<file path="config.mk">
export PLATFORM = sky130hd
export DESIGN_NAME = hs_bus_target
export DESIGN_NICKNAME = d
export VERILOG_FILES = /design/src/rtl/hs_bus_target.sv
export SDC_FILE = /design/constraint.sdc
export NUM_CORES = 1
export LEC_CHECK = 0
export ABC_AREA = 1
export CORE_MARGIN = 8
export CORE_UTILIZATION = 29
export CTS_CLUSTER_SIZE = 25
export DETAILED_ROUTE_END_ITERATION = 16
export GPL_ROUTABILITY_DRIVEN = 1
export HOLD_SLACK_MARGIN = 0.06
export PLACE_DENSITY_LB_ADDON = 0.12
export SYNTH_ARGS = -nofsm -noshare
export SYNTH_HDL_FRONTEND = slang
export SYNTH_SLANG_ARGS = --single-unit
</file>
<file path="constraint.sdc">
create_clock -name clk -period 1.1 [get_ports clk]
set_clock_uncertainty 0.15 [all_clocks]
set_input_delay 0.165 -clock clk [delete_from_list [all_inputs] [get_ports clk]]
set_output_delay 0.165 -clock clk [all_outputs]
set_load 0.02 [all_outputs]
</file>
<file path="src/rtl/hs_bus_target.sv">
module hs_bus_target #(
  parameter int AW = 8,
  parameter int DW = 8,
  parameter logic [AW-1:0] BTN_ADDR = 8'h04,
  parameter logic [AW-1:0] LED_ADDR = 8'h05
) (
  input  logic          clk,
  input  logic          rst_n,
  input  logic          req_n,
  input  logic          cmd,
  input  logic [AW-1:0] addr,
  input  logic [DW-1:0] data_in,
  output logic [DW-1:0] data_out,
  output logic          data_oe,
  output logic          ack_n,
  input  logic          button,
  output logic          led
);

  typedef enum logic [1:0] {S_IDLE, S_SETTLE, S_HOLD} st_t;
  st_t st;

  logic [1:0] req_ff, btn_ff;
  logic req_s, btn_s, start;

  assign req_s = req_ff[1];
  assign btn_s = btn_ff[1];
  assign start = (st == S_IDLE) && !req_s;

  always_ff @(posedge clk or negedge rst_n) begin
    if (!rst_n) begin
      req_ff <= 2'b11;
      btn_ff <= 2'b00;
    end else begin
      req_ff <= {req_ff[0], req_n};
      btn_ff <= {btn_ff[0], button};
    end
  end

  always_ff @(posedge clk or negedge rst_n) begin
    if (!rst_n) begin
      st       <= S_IDLE;
      ack_n    <= 1'b1;
      data_oe  <= 1'b0;
      data_out <= '0;
      led      <= 1'b0;
    end else begin
      case (st)
        S_IDLE: if (start) begin
          st <= S_SETTLE;
          if (!cmd) begin
            data_oe  <= 1'b1;
            data_out <= (addr == BTN_ADDR) ? DW'(btn_s) : '0;
          end else if (addr == LED_ADDR) begin
            led <= data_in[0];
          end
        end
        S_SETTLE: begin
          ack_n <= 1'b0;
          st    <= S_HOLD;
        end
        S_HOLD: if (req_s) begin
          ack_n   <= 1'b1;
          data_oe <= 1'b0;
          st      <= S_IDLE;
        end
        default: st <= S_IDLE;
      endcase
    end
  end

  a_r1_reset_idle: assert property (@(posedge clk) !rst_n |=> (ack_n && !data_oe && !led));
  a_r2_ack_after_req: assert property (@(posedge clk) disable iff (!rst_n)
    $fell(ack_n) |-> $past(!req_s, 2));
  a_r3_data_before_ack: assert property (@(posedge clk) disable iff (!rst_n)
    $rose(data_oe) |-> ack_n);
  a_r5_ack_holds: assert property (@(posedge clk) disable iff (!rst_n)
    (!ack_n && !req_s) |=> !ack_n);
  a_r5_release_together: assert property (@(posedge clk) disable iff (!rst_n)
    $rose(ack_n) |-> !data_oe);
  a_r7_oe_not_on_write: assert property (@(posedge clk) disable iff (!rst_n)
    (start && cmd) |=> !data_oe);
  a_r4_led_only_on_write: assert property (@(posedge clk) disable iff (!rst_n)
    (st != S_IDLE) |=> $stable(led));

endmodule

</file>
Word-level counts from Yosys, hierarchy flattened
Index checks and enable logic that the tools add are counted.
- register bits after elaboration: 17
- bits of input ports: 21
- output and inout bits: 11
- word-level logic and storage cells: 35
- equality and inequality tests: 7
- multiplexer cells: 10
- bitwise gates (word level): 1
- reductions and logical operators: 10
- operator list (operator ; number):
    equality test 8 x 3 -> 1 bit (second input constant) ; 2
    AND reduction 4 bit ; 2
    inequality test 2 bit (second input constant) ; 3
    case mux 2 bit (3 select lines) ; 1
    two-way mux 1 bit ; 5
    two-way mux 2 bit ; 2
    case mux 1 bit (2 select lines) ; 2
    AND reduction 2 bit ; 2
    nonzero test 2 bit ; 2
    AND reduction 3 bit ; 1
    equality test 2 x 1 -> 1 bit (second input constant) ; 1
    equality test 2 bit (second input constant) ; 1
    logical NOT 2 bit ; 1
    logical AND 1 bit ; 1
    logical NOT 1 bit ; 1
    NOT 1 bit ; 1

Logic depth before layout (Yosys ltp)
- depth in word-level cells: 4
- mapped depth: 7
- mapped depth without buffers: 7

Worst setup path after synthesis
OpenSTA, ideal clock, no wires.
- path kind: register to register
- start: register st[1]
- end: register led
- setup time: 113 ps
- arrival: 849 ps
- required time: 837 ps
- setup slack: -11 ps
- cell stages (with the launch flop): 7
- period minus slack after synthesis: 1111 ps
- cell sequence: dfrtp_1 nor2_2 nand2_2 nor2_2 nand3_1 nand2_1 inv_1
- cells in the longest elaborated chain, start to end: 3
- RTL lines (what ; RTL line ; RTL):
    start, declared ; 21 ; st_t st;
    start signal, assigned ; 42 ; st <= S_IDLE;
    start signal, assigned ; 50 ; st <= S_SETTLE;
    start signal, assigned ; 60 ; st <= S_HOLD;
    logical NOT 2 bit * ; 28, 48 ;
    logical AND 1 bit ; 28 ; assign start = (st == S_IDLE) && !req_s;
    AND reduction 4 bit (no source line) * ; - ;
    end signal, assigned ; 55 ; led <= data_in[0];
    end, declared ; 17 ; output logic led
Every way passes the cells marked *; elsewhere a longest branch is shown, timed or not.
A chain may end at the register's enable or synchronous reset.

Worst setup path after layout
- start: register ack_n
- end: output port ack_n
- RTL lines (what ; RTL line ; RTL):
    start, declared ; 15 ; output logic ack_n,
    start signal, assigned ; 43 ; ack_n <= 1'b1;
    start signal, assigned ; 59 ; ack_n <= 1'b0;
    start signal, assigned ; 63 ; ack_n <= 1'b1;
No word-level cell between the ends.

==> run summary <==
Seq/Total Area, Yosys - 0.553
Post-synthesis adder-cell area fraction - 0
CTS root buf - clkbuf_4
Clock slew at reported path FFs - 0.07 ns
Initial Util - 0.308
Global routing usage on met2 - 0.0946
Most frequent cells in the layout - clkdlybuf4s50_1 (13), nand2_1 (10), conb_1 (7), dfrtp_1 (7), buf_4 (7)
Most common cell after layout, fill and taps aside - clkdlybuf4s50_1
Sw power - 406 uW
Final-stage net count - 103
Max capacitance violation total - 0
Antenna cell count - 0
Fin crit share - 1.10
Die area - 0.00311 mm2
Status - finished, violations left
Crit path from - ack_n
Maximum VDD drop - 713 uV
Initial antenna violation count - 0
Crit. End Element - output pin
Buf/Inv on CP - 1
Worst reg2reg path depth - 7
Clk_lat worst skew - 0.26 ns
Most crowded layer after global routing - met2
CTS sink cnt - 10
Post-Syn Area - 459 um2
Core occupancy in the finished layout - 0.503
Cell Chain, Critical Path - buf_6
Violated checks - negative setup slack
Placed Area - 664 um2
Avg WL per Cell - 10.0 um
Area growth syn-to-layout - 63.2%
Die Y-Extent - 55.8 um
Seq pwr share - 0.394
DRC - 0
Drt first pass iters - 3
GR Overflow Total - 0
Vias per cell - 4.03
CP top delay family - flip-flops
Main combinational cell family by area after synthesis - simple AND/OR/NAND/NOR gates
Largest net degree at the start of global routing - 11
Detail Placement HPWL - 788 um
H-tree depth - 1
Simple-gate share of the synthesized area - 0.215
Combinational group share of total power - 0.401
Critical path type - reg -> out
Wirelength, routed - 970 um
Critical Path Start Type - flip-flop
F_max - 0.827 GHz
Share of layout cells above drive strength 1 - 0.333
I/O pin count - 32
Worst flop-to-flop path startpoint - req_ff[1]
Rows - 14
Final slew viol count - 0
Slowest cell on crit path - dfstp_2
Final Hold Slack - 0.0336 ns
Vias in the first global route - 400
Die width - 55.8 um
Mux cell area share after synthesis - 0
Synthesized instance count - 52
Int Power - 874 uW
CTS tree - yes
Worst setup path endpoint - ack_n
Post-Synth XOR/XNOR Area - 0
RSZ-0062 raised after global routing - yes
Port Buf Inserts - 17
Hold crit path type - in -> async
Hold Vio Cnt, Final - 0
Final setup fails - 5
RR Endpoint - led
Data required, critical path - 0.78 ns
Synth Warn # - 0
Fin area - 749 um2
DR iter-0 viols - 3
CTS Buffer Depth - 2
Crit path DAT - 0.89 ns
Sw frac - 0.317
Via count - 391
GRT Total Usage - 0.0644
First-pass GRT wire length - 1.57 mm
Worst stage delay on the critical path - 0.53 ns
DRT antenna net count - 0
Worst-path fanout max - 2
Syn_area_per_cell - 8.83 um2
Met3 GRT Util - 0.0479
GPL Wtd Cong - 0.596
Overall power - 1.28 mW
Unique masters post-synth - 13
Floorplan Core Area - 0.00149 mm2
PwrDens - 1710 mW/mm2
Total CTS buffers - 3
Final Critical Period - 1.21 ns
Yosys reg bits - 10
Clk pwr share - 0.205
Met1 usage - 0.0620
Compound-Gate Fraction of Synth Area - 0.0436
Reg-to-reg slack, setup - -0.03 ns
Critical Path Stages - 1
P_leak - 0.371 nW
Fin worst setup slack - -0.109 ns
[per-stage QoR]
stage               std cells  setup TNS, ns  setup slack [ns]
finish                     97         -0.162            -0.109
global route               97         -0.414            -0.149
CTS                        94         -0.214            -0.125
detailed placement         90          -1.22            -0.315
global placement           90          -1.16            -0.312
floorplan                  58              0           0.00119
[registers in the layout (all words and copies together), names as in the netlist]
register	flops
ack_n	1
btn_ff	2
data_oe	1
data_out	1
led	1
req_ff	2
st	2
[logic make-up after synthesis]
| group | after synthesis |
|---|---|
| simple gates | 22 |
| buf+inv | 15 |
| flops | 10 |
| compound gates | 4 |
| other cells | 1 |
[power groups by stage]
stage	Sequential, mW	Combinational, mW	Clock (mW)
after detailed placement	0.505	0.406	0
after CTS	0.507	0.440	0.276
after global placement	0.498	0.405	0
after global routing	0.514	0.559	0.301
after floorplan	0.555	0.144	0
final	0.504	0.514	0.262
[area by class of cell]
type,instances,area (um2)
Multi-Input combinational cell,33,169
Timing Repair Buffer,26,250
Tap cell,16,20.0
Fill cell,144,739
Clock buffer,4,26.3
Inverter,8,30.0
Sequential cell,10,254
[layer usage]
| metal | vias to the layer above | wire length (um) |
|---|---|---|
| li1 | 203 | - |
| met1 | 173 | 393 |
| met2 | 15 | 472 |
| met3 | 0 | 104 |
| met4 | 0 | 0 |
| met5 | - | 0 |
[cell usage after synthesis]
cell	instances	area share
o21ai_0	4	0.044
inv_1	8	0.065
nand2_1	10	0.082
nand3b_1	1	0.016
dfrtp_1	7	0.38
nand3_1	3	0.033
nor3_1	1	0.011
buf_4	7	0.11
dfstp_2	3	0.17
nor2_1	4	0.033
conb_1	1	0.0082
nand2_2	1	0.014
nor2_2	2	0.027
[worst min-delay path by stage]
| stage | cells past startpoint | from | end | slack (ns) |
|---|---|---|---|---|
| finish | 2 | rst_n | btn_ff[0] | 0.03 |
| global route | 2 | rst_n | btn_ff[1] | 0.03 |
| CTS | 2 | rst_n | btn_ff[0] | 0.03 |
| detailed placement | 0 | btn_ff[0] | btn_ff[1] | 0.18 |
| global placement | 0 | btn_ff[0] | btn_ff[1] | 0.19 |
| floorplan | 0 | rst_n | btn_ff[0] | -0.28 |
[what timing repair did]
item,CTS,global route
hold endpoints to repair,7,7
pin swaps,1,0
buffers inserted,0,3
setup endpoints to repair,7,8
resized for setup,30,6
Note: power is estimated with default switching activity, not from simulation.
